<file path="src/rtl/dtmr_pkg.sv">
package dtmr_pkg;
    localparam int BYTE_W = 8;
    localparam int PRE_W  = 5;
    localparam int CNT_W  = 2 * BYTE_W;
    localparam int NTMR   = 2;

    typedef enum logic [1:0] {
        MD_13B    = 2'd0,
        MD_16B    = 2'd1,
        MD_RELOAD = 2'd2,
        MD_SPLIT  = 2'd3
    } mode_e;

    typedef struct packed {
        logic [1:0] mode1;
        logic [1:0] mode0;
        logic       src0;
        logic       gate0;
        logic       run1;
        logic       run0;
    } ctl_t;

    typedef struct packed {
        ctl_t             ctl;
        logic [CNT_W-1:0] c0;
        logic [CNT_W-1:0] c1;
        logic             f0;
        logic             f1;
        logic             tick;
    } st_t;
endpackage

</file>
<file path="src/rtl/dtmr_pin_edge.sv">
module dtmr_pin_edge (
    input  logic clk,
    input  logic rst_n,
    input  logic mc_en,
    input  logic pin,
    output logic fall
);
    logic samp_d, samp_q, old_d, old_q;

    always_comb begin
        samp_d = samp_q;
        old_d  = old_q;
        if (mc_en) begin
            samp_d = pin;
            old_d  = samp_q;
        end
    end

    always_ff @(posedge clk) begin
        if (!rst_n) begin
            samp_q <= 1'b0;
            old_q  <= 1'b0;
        end else begin
            samp_q <= samp_d;
            old_q  <= old_d;
        end
    end

    // one count per 1 -> 0 pair of samples, consumed on the next machine cycle
    assign fall = mc_en & old_q & ~samp_q;
endmodule

</file>
<file path="src/rtl/dtmr_step.sv">
module dtmr_step
    import dtmr_pkg::*;
(
    input  logic [1:0]       mode,
    input  logic             inc,
    input  logic [CNT_W-1:0] cnt_i,
    output logic [CNT_W-1:0] cnt_o,
    output logic             ovf
);
    logic [BYTE_W-1:0] lo, hi;
    logic [PRE_W-1:0]  pre;

    always_comb begin
        lo    = cnt_i[BYTE_W-1:0];
        hi    = cnt_i[CNT_W-1:BYTE_W];
        pre   = lo[PRE_W-1:0];
        ovf   = 1'b0;
        cnt_o = cnt_i;
        if (inc) begin
            case (mode_e'(mode))
                MD_13B: begin
                    if (&pre) begin
                        ovf = &hi;
                        lo[PRE_W-1:0] = '0;
                        hi = hi + BYTE_W'(1);
                    end else begin
                        lo[PRE_W-1:0] = pre + PRE_W'(1);
                    end
                    cnt_o = {hi, lo};
                end
                MD_16B: begin
                    ovf   = &cnt_i;
                    cnt_o = cnt_i + CNT_W'(1);
                end
                MD_RELOAD: begin
                    if (&lo) begin
                        ovf = 1'b1;
                        lo  = hi;
                    end else begin
                        lo = lo + BYTE_W'(1);
                    end
                    cnt_o = {hi, lo};
                end
                default: cnt_o = cnt_i;
            endcase
        end
    end
endmodule

</file>
<file path="src/rtl/dual_timer.sv">
module dual_timer
    import dtmr_pkg::*;
(
    input  logic              clk,
    input  logic              rst_n,
    input  logic              mc_en,
    input  logic              cnt_pin,
    input  logic              gate_pin,
    input  logic              ctl_we,
    input  logic [BYTE_W-1:0] ctl_wdata,
    input  logic [3:0]        wr_sel,
    input  logic [BYTE_W-1:0] wr_data,
    input  logic              clr0,
    input  logic              clr1,
    output logic              flag0,
    output logic              flag1,
    output logic              t1_tick,
    output logic [CNT_W-1:0]  cnt0,
    output logic [CNT_W-1:0]  cnt1
);
    st_t  q, d;
    ctl_t ctl_w;
    logic pin_fall;
    logic t0_split, t1_split, low_open, t0_inc;
    logic lo_inc, hi_inc, lo_ovf, hi_ovf;
    logic [NTMR-1:0][1:0]       md;
    logic [NTMR-1:0]            inc;
    logic [NTMR-1:0][CNT_W-1:0] cin, cout;
    logic [NTMR-1:0]            ovf;

    assign ctl_w = q.ctl;

    dtmr_pin_edge u_edge (
        .clk  (clk),
        .rst_n(rst_n),
        .mc_en(mc_en),
        .pin  (cnt_pin),
        .fall (pin_fall)
    );

    always_comb begin
        t0_split = (ctl_w.mode0 == MD_SPLIT);
        t1_split = (ctl_w.mode1 == MD_SPLIT);
        low_open = ctl_w.run0 & (~ctl_w.gate0 | gate_pin);
        t0_inc   = low_open & (ctl_w.src0 ? pin_fall : mc_en);
        md[0]    = ctl_w.mode0;
        md[1]    = ctl_w.mode1;
        inc[0]   = t0_inc & ~t0_split;
        inc[1]   = mc_en & ~t1_split & (t0_split | ctl_w.run1);
        cin[0]   = q.c0;
        cin[1]   = q.c1;
        lo_inc   = t0_split & t0_inc;
        hi_inc   = t0_split & ctl_w.run1 & mc_en;
        lo_ovf   = lo_inc & (&q.c0[BYTE_W-1:0]);
        hi_ovf   = hi_inc & (&q.c0[CNT_W-1:BYTE_W]);
    end

    for (genvar i = 0; i < NTMR; i++) begin : g_step
        dtmr_step u_step (
            .mode (md[i]),
            .inc  (inc[i]),
            .cnt_i(cin[i]),
            .cnt_o(cout[i]),
            .ovf  (ovf[i])
        );
    end

    always_comb begin
        logic set0, set1;
        d = q;
        if (t0_split) begin
            d.c0[BYTE_W-1:0]     = q.c0[BYTE_W-1:0] + BYTE_W'(lo_inc);
            d.c0[CNT_W-1:BYTE_W] = q.c0[CNT_W-1:BYTE_W] + BYTE_W'(hi_inc);
            set0 = lo_ovf;
            set1 = hi_ovf;
        end else begin
            d.c0 = cout[0];
            set0 = ovf[0];
            set1 = ovf[1];
        end
        d.c1   = cout[1];
        d.tick = ovf[1];
        if (wr_sel[0]) d.c0[BYTE_W-1:0]     = wr_data;
        if (wr_sel[1]) d.c0[CNT_W-1:BYTE_W] = wr_data;
        if (wr_sel[2]) d.c1[BYTE_W-1:0]     = wr_data;
        if (wr_sel[3]) d.c1[CNT_W-1:BYTE_W] = wr_data;
        if (ctl_we) d.ctl = ctl_t'(ctl_wdata);
        d.f0 = set0 | (q.f0 & ~clr0);
        d.f1 = set1 | (q.f1 & ~clr1);
    end

    always_ff @(posedge clk) begin
        if (!rst_n) q <= '0;
        else        q <= d;
    end

    assign flag0   = q.f0;
    assign flag1   = q.f1;
    assign t1_tick = q.tick;
    assign cnt0    = q.c0;
    assign cnt1    = q.c1;
endmodule

</file>
<file path="config.mk">
export PLATFORM = sky130hd
export DESIGN_NAME = dual_timer
export DESIGN_NICKNAME = d
export VERILOG_FILES = /design/src/rtl/dtmr_pkg.sv /design/src/rtl/dtmr_pin_edge.sv /design/src/rtl/dtmr_step.sv /design/src/rtl/dual_timer.sv
export SDC_FILE = /design/constraint.sdc
export NUM_CORES = 1
export LEC_CHECK = 0
export CAP_MARGIN = 10
export CORE_ASPECT_RATIO = 0.6
export CORE_UTILIZATION = 40
export CTS_CLUSTER_DIAMETER = 80
export DETAILED_ROUTE_END_ITERATION = 8
export DONT_BUFFER_PORTS = 1
export PLACE_DENSITY = 0.67
export SLEW_MARGIN = 20
export SYNTH_ARGS = -nofsm -noshare
export SYNTH_HDL_FRONTEND = slang
export SYNTH_HIERARCHICAL = 1
export SYNTH_SLANG_ARGS = --single-unit
</file>
<file path="constraint.sdc">
create_clock -name clk -period 2.9 [get_ports clk]
set_clock_uncertainty 0.2 [all_clocks]
set_input_delay 0.725 -clock clk [delete_from_list [all_inputs] [get_ports clk]]
set_output_delay 0.725 -clock clk [all_outputs]
set_load 0.02 [all_outputs]
</file>
==> results.md, run 1 <==
* Clock share of power at 35.0%
* Largest net degree at the start of global routing at 48
* Worst EP required at 2.87 ns
* Period utilization at 90.3%
* Remaining DRCs at 0
* GR Overflow Total at 0
* Internal at 0.00112 W
* Post-CTS setup buffers at 0
* Nets at 567
* F_max at 382 MHz
* Clk slew on worst S/H paths at 0.06 ns
* Die ar. at 0.0105 mm^2
* Vias in the first global route at 3666
* Crit path DAT at 2.59 ns
* WL/cell at 19.5 um
* Slack of the critical path at 0.280 ns
* R2r setup slk at 0.28 ns
* TNS Setup at 0 ns
* Reg2reg end: flag1
* Leakage Power at 1.69 nW
* CP Launch Type: flip-flop
* Worst Hold Depth at 2
* Pwr Total at 0.00161 W
* Cells after Synth at 514
* Final Max Slew Viols at 0
* Sw Share at 30.7%
* Synth cell types at 61
* Synthesized area at 0.00404 mm^2
* Core Footprint at 0.00949 mm^2
* Clk Tree Root Cell: clkbuf_16
* Antenna violations before repair at 0
* Reg2reg path depth at 10
* Area growth syn-to-layout at 9.02%
* Switching pwr at 0.000495 W
* Worst Setup Path Type: reg -> reg
* Num rows at 27
* Layout fillers at 966
* Slew at the pin closest to its max-slew limit at 0.609 ns
* GRT Total Usage at 24.6%
* Hold endpoint: ctl_w[0]
* Final core utilization at 46.3%
* GPL Wtd Cong at 0.970
* Critical path's most frequent cell: ha_1
* Post-synth EDFFs at 0
* Clk_lat worst skew at 0.29 ns
* Outcome: completed
* Top FF cell, synth: dfxtp_1
* MaxCap Viol Count at 0
* Multi-input gate area at 0.00288 mm^2
* Die X at 132 um
* CTS H-tree lvls at 2
* I/O Buffers at 0
* Diode count at 0
* Cts hold-fix bufs at 0
* Routed Antenna Nets at 0
* Post-Place Cells at 650
* Hold crit path type: reg -> reg
* Final setup fails at 0
* Worst Min Path Start: ctl_w[0]
* Clock sink count at 45
* Via count at 4061
* FFs w/ async S/R, synth at 0%
* Number of synthesis warnings at 6
* Non-filler cells, final at 658
* Setup crit end kind: flip-flop
* Post-CTS resize count at 0
* Drt via density at 6.17
* Bufs on Longest Clock Path at 2
* Reg power frac at 44.4%
* Register area share after synthesis at 22.3%
* FF+latch count, synth at 45
* Initial Utilization at 42.5%
* Inserted Clock Buffers at 5
* Layout cells sized above 1 at 13.8%
* Main area contributors after synthesis: dfxtp_1 (22%), mux2i_1 (11%), nor2b_1 (4.8%)
* FF-to-FF Start: cnt1[0]
* Final HPWL DP at 9580 um
* VDD IR max at 0.255 mV
* CP Max Fanout at 8
* Syn_area_per_cell at 7.85 um^2
* Die H at 79.8 um
* CP cell instances: ha_1 > nand3_2 > clkinv_4 > ha_1 > and2b_2 > a41oi_2 > inv_1 > a31o_2 > a221oi_1 > nor2b_1
* Comb pwr share at 20.6%
* DRT Pass-1 Iters at 5
* Min cycle time layout at 2.62 ns
* CTS tree: done
* First-pass GRT wire length at 20300 um
* Most frequent cells in the layout: dfxtp_1 (45), mux2i_1 (44), nand2_1 (41), o21ai_0 (35), buf_4 (32)
* Power density cells at 367 mW/mm^2
* I/O pin cnt at 63
* Routed WL at 12800 um
* Hold Vio Cnt, Final at 0
* RSZ-0062 raised after global routing: false
* Worst slew margin at 59.4%
* Reg area at 901 um^2
* Starting DRT DRC Count at 390
* Yosys top cell by area: dfxtp_1
* Critical-path top delay cell: dfxtp_1
* Commonest non-fill, non-tap cell in the layout: dfxtp_1
* Post-Syn Nets at 554
* Area share of the largest cell type after synthesis at 22.3%
* CP peak stage delay at 0.31 ns
* Pre-CTS WS at 0.0379 ns
## metal layers
layer	global-route usage [%]	up-vias	part of all wire, %
met2	33.9	245	39
li1	-	1907	-
met5	0	-	0
met3	8.89	18	13
met1	35.5	1891	47
met4	4.77	0	1.5
## layout make-up
| class | count | share of cell area, % |
|---|---|---|
| Clock buffer | 8 | 3.10 |
| Inverter | 19 | 1.85 |
| Multi-Input combinational cell | 424 | 65.4 |
| Sequential cell | 45 | 20.5 |
| Tap cell | 130 | 3.70 |
| Timing Repair Buffer | 32 | 5.46 |
## cell families after synthesis
kind of cell | after synthesis | share of synthesized area, %
compound gates | 129 | 21.6
mux | 44 | 10.9
simple gates | 223 | 31.6
xor+xnor | 16 | 3.47
flops | 45 | 22.3
fa+ha+maj | 12 | 3.72
buf+inv | 45 | 6.36
## worst max path at each step
stage,endpoint,slack [ns],from,cells past startpoint
after floorplan,cnt0[13],0.06,mc_en,12
after global placement,cnt0[13],0.07,mc_en,12
after detailed placement,cnt0[13],0.04,mc_en,12
after CTS,flag1,0.31,cnt1[0],10
after global routing,cnt0[13],0.05,cnt0[1],11
final,flag1,0.28,cnt1[0],10
## cell usage after synthesis, types with 4 or more instances
cell type  number
dfxtp_1        45
mux2i_1        44
nand2_1        41
o21ai_0        35
nor2_1         31
nor2b_1        31
a21oi_1        28
nand3_1        18
inv_1          17
nand2b_1       16
nor3_1         16
clkbuf_1       12
ha_1           12
nand4_1        12
xnor2_1        10
and2_1          8
or3_1           8
o21a_1          7
and3_1          6
nor4_1          6
o31ai_1         6
xor2_1          6
a211o_1         4
a21boi_0        4
a311oi_1        4
a31oi_1         4
and2b_2         4
and3_2          4
and4_1          4
buf_2           4
buf_6           4
clkbuf_8        4
nand3_2         4
nor4_2          4
o211ai_1        4
## metrics by stage
| stage | area [um^2] | hold WS [ns] |
|---|---|---|
| global placement | 4260 | 0.293 |
| CTS | 4400 | 0.335 |
| global route | 4400 | 0.349 |
| detailed placement | 4260 | 0.309 |
| finish | 4400 | 0.329 |
| floorplan | 4040 | 0.275 |
## registers in the layout (all words and copies together) (netlist names)
| register | cells |
|---|---|
| cnt0 | 16 |
| cnt1 | 16 |
| ctl_w | 8 |
| flag0 | 1 |
| flag1 | 1 |
| t1_tick | 1 |
| u_edge/old_q | 1 |
| u_edge/samp_q | 1 |
## critical path: cells and delay by family, from the launching register on
family / cells / cell delay, ns
AOI/OAI and AO/OA: 3 / 0.77
adders and majority gates: 2 / 0.49
buffers and inverters: 2 / 0.19
DFF: 1 / 0.31
and+or+nand+nor: 3 / 0.52
## power by group through the flow
stage / clock network, W / logic, W / registers (W)
after floorplan: 0 / 0.000222 / 0.000759
after global placement: 0 / 0.000320 / 0.000727
after detailed placement: 0 / 0.000327 / 0.000728
after CTS: 0.000577 / 0.000328 / 0.000715
after global routing: 0.000609 / 0.000366 / 0.000722
final: 0.000565 / 0.000332 / 0.000716
No activity file was read; power rests on OpenSTA's default activity.
==> run 2: changes to the inputs <==
==> constraint.sdc (replaced) <==
create_clock -name clk -period 2.9 [get_ports clk]
set_clock_uncertainty 0.2 [all_clocks]
set_input_delay 0.725 -clock clk [delete_from_list [all_inputs] [get_ports clk]]
set_output_delay 0.725 -clock clk [all_outputs]
set_load 0.1 [all_outputs]
==> results.md, run 2 (synthesis gave the netlist of run 1 again) <==
* Worst EP required at 2.88 ns
* Vias in the first global route at 3697
* Initial Utilization at 42.5%
* Period utilization at 92.8%
* Worst Min Path Start: ctl_w[0]
* Min cycle time layout at 2.69 ns
* CP top delay family: compound AO/OA/AOI/OAI gates
* GRT Total Usage at 25.8%
* Clk slew on worst S/H paths at 0.07 ns
* Setup crit end kind: flip-flop
* Post-Place Cells at 667
* Power density cells at 406 mW/mm^2
* Num rows at 27
* Hold Vio Cnt, Final at 0
* TNS Setup at 0 ns
* Remaining DRCs at 0
* GPL Wtd Cong at 0.997
* Area growth syn-to-layout at 12.6%
* Layout cells sized above 1 at 18.0%
* Final HPWL DP at 9940 um
* CTS tree: done
* Reg2reg path depth at 10
* CTS H-tree lvls at 2
* Cell area after layout at 0.00454 mm^2
* CP Launch Type: flip-flop
* MaxCap Viol Count at 0
* WL/cell at 20.2 um
* Routed Antenna Nets at 0
* Nets at 584
* Layout fillers at 938
* Critical-path top delay cell: dfxtp_2
* Final Max Slew Viols at 0
* Most frequent cells in the layout: buf_4 (49), mux2i_1 (44), nand2_1 (41), dfxtp_1 (39), o21ai_0 (35)
* First-pass GRT wire length at 21000 um
* Post-CTS setup buffers at 0
* Slew at the pin closest to its max-slew limit at 0.497 ns
* Routed WL at 13600 um
* Diode count at 0
* VDD IR max at 0.213 mV
* CP cell instances: ha_1 > nand3_2 > clkinv_4 > ha_1 > and2b_2 > a41oi_2 > inv_1 > a31o_2 > a221oi_1 > nor2b_1
* Leakage Power at 1.79 nW
* Die ar. at 0.0105 mm^2
* Multi-input gate area at 0.00288 mm^2
* Outcome: completed
* Die X at 132 um
* Non-filler cells, final at 674
* Clock sink count at 45
* Critical path's most frequent cell: ha_1
* I/O pin cnt at 63
* Worst Setup Path Type: reg -> reg
* Clk_lat worst skew at 0.30 ns
* Antenna violations before repair at 0
* RSZ-0062 raised after global routing: false
* Worst slew margin at 66.8%
* CP Max Fanout at 8
* F_max at 372 MHz
* Largest net degree at the start of global routing at 48
* Post-CTS resize count at 0
* Core Footprint at 0.00949 mm^2
* Crit path buf inv count at 2
* Cts hold-fix bufs at 0
* Drt via density at 6.15
* CP peak stage delay at 0.33 ns
* Clk Tree Root Cell: clkbuf_16
* DP Area at 0.00440 mm^2
* Final setup fails at 0
* Critical path depth at 10
* Bufs on Longest Clock Path at 2
* Reg2reg end: flag1
* Die H at 79.8 um
* R2r setup slk at 0.21 ns
* DRT Pass-1 Iters at 7
* FF-to-FF Start: cnt1[0]
* Inserted Clock Buffers at 5
* Via count at 4144
* GR Overflow Total at 0
* Crit path DAT at 2.67 ns
* Hold crit path type: reg -> reg
* Commonest non-fill, non-tap cell in the layout: buf_4
* Reg area at 908 um^2
* Worst Hold Depth at 2
* Starting DRT DRC Count at 576
* I/O Buffers at 0
* Hold endpoint: ctl_w[0]
-- run 2: cell types whose count changed in the layout (fill, tap and decap cells not counted), sizes merged --
cell | before | now
buf | 32 | 49
clkinvlp | 0 | 1
clkbuf | 8 | 6
-- run 2: layout make-up --
| cell class | instances | area share (%) |
|---|---|---|
| multi-input cells | 424 | 63.3 |
| flip-flops and latches | 45 | 20.0 |
| repair buffers | 49 | 8.09 |
| well taps | 130 | 3.58 |
| clock buffers | 6 | 3.06 |
| inverters | 19 | 1.79 |
| clock inverters | 1 | 0.165 |
-- run 2: how the worst max path moves through the flow --
stage | slack [ns] | to | startpoint
global placement | 0.05 | cnt0[13] | mc_en
detailed placement | 0.07 | cnt0[13] | mc_en
CTS | 0.26 | flag1 | cnt1[0]
finish | 0.21 | flag1 | cnt1[0]
floorplan | 0.003 | cnt1[3] | cnt1[2]
global route | 0.06 | cnt0[15] | cnt0[0]
-- run 2: worst min-delay path, cell delays in order (launching register included) --
cell and delay (ns):
dfxtp_1 0.34, mux2i_1 0.07, nor2b_1 0.09
-- run 2: where the power goes --
group	switching [W]	total [W]	internal [W]
Clock	0.000264	0.000603	0.000339
Sequential	0.0000601	0.000716	0.000656
Combinational	0.000370	0.000525	0.000156
Total	0.000693	0.00184	0.00115
-- run 2: per-stage QoR --
step / power [W] / worst slack (ns) / hold slack (ns) / utilization, %
finish: 0.00184 / 0.210 / 0.328 / 47.9
global route: 0.00192 / 0.0623 / 0.339 / 47.9
CTS: 0.00185 / 0.262 / 0.335 / 47.9
detailed placement: 0.00124 / 0.0719 / 0.313 / 46.3
global placement: 0.00124 / 0.0544 / 0.291 / 46.3
floorplan: 0.00115 / 0.00259 / 0.275 / -
-- run 2: routing by layer --
| layer | part of all wire (%) | vias up | global-route usage (%) | wire (um) |
|---|---|---|---|---|
| met1 | 47 | 1931 | 38.3 | 6450 |
| met4 | 0.78 | 0 | 4.30 | 106 |
| li1 | - | 1938 | - | - |
| met2 | 39 | 256 | 35.1 | 5300 |
| met3 | 13 | 19 | 8.89 | 1790 |
| met5 | 0 | - | 0 | 0 |
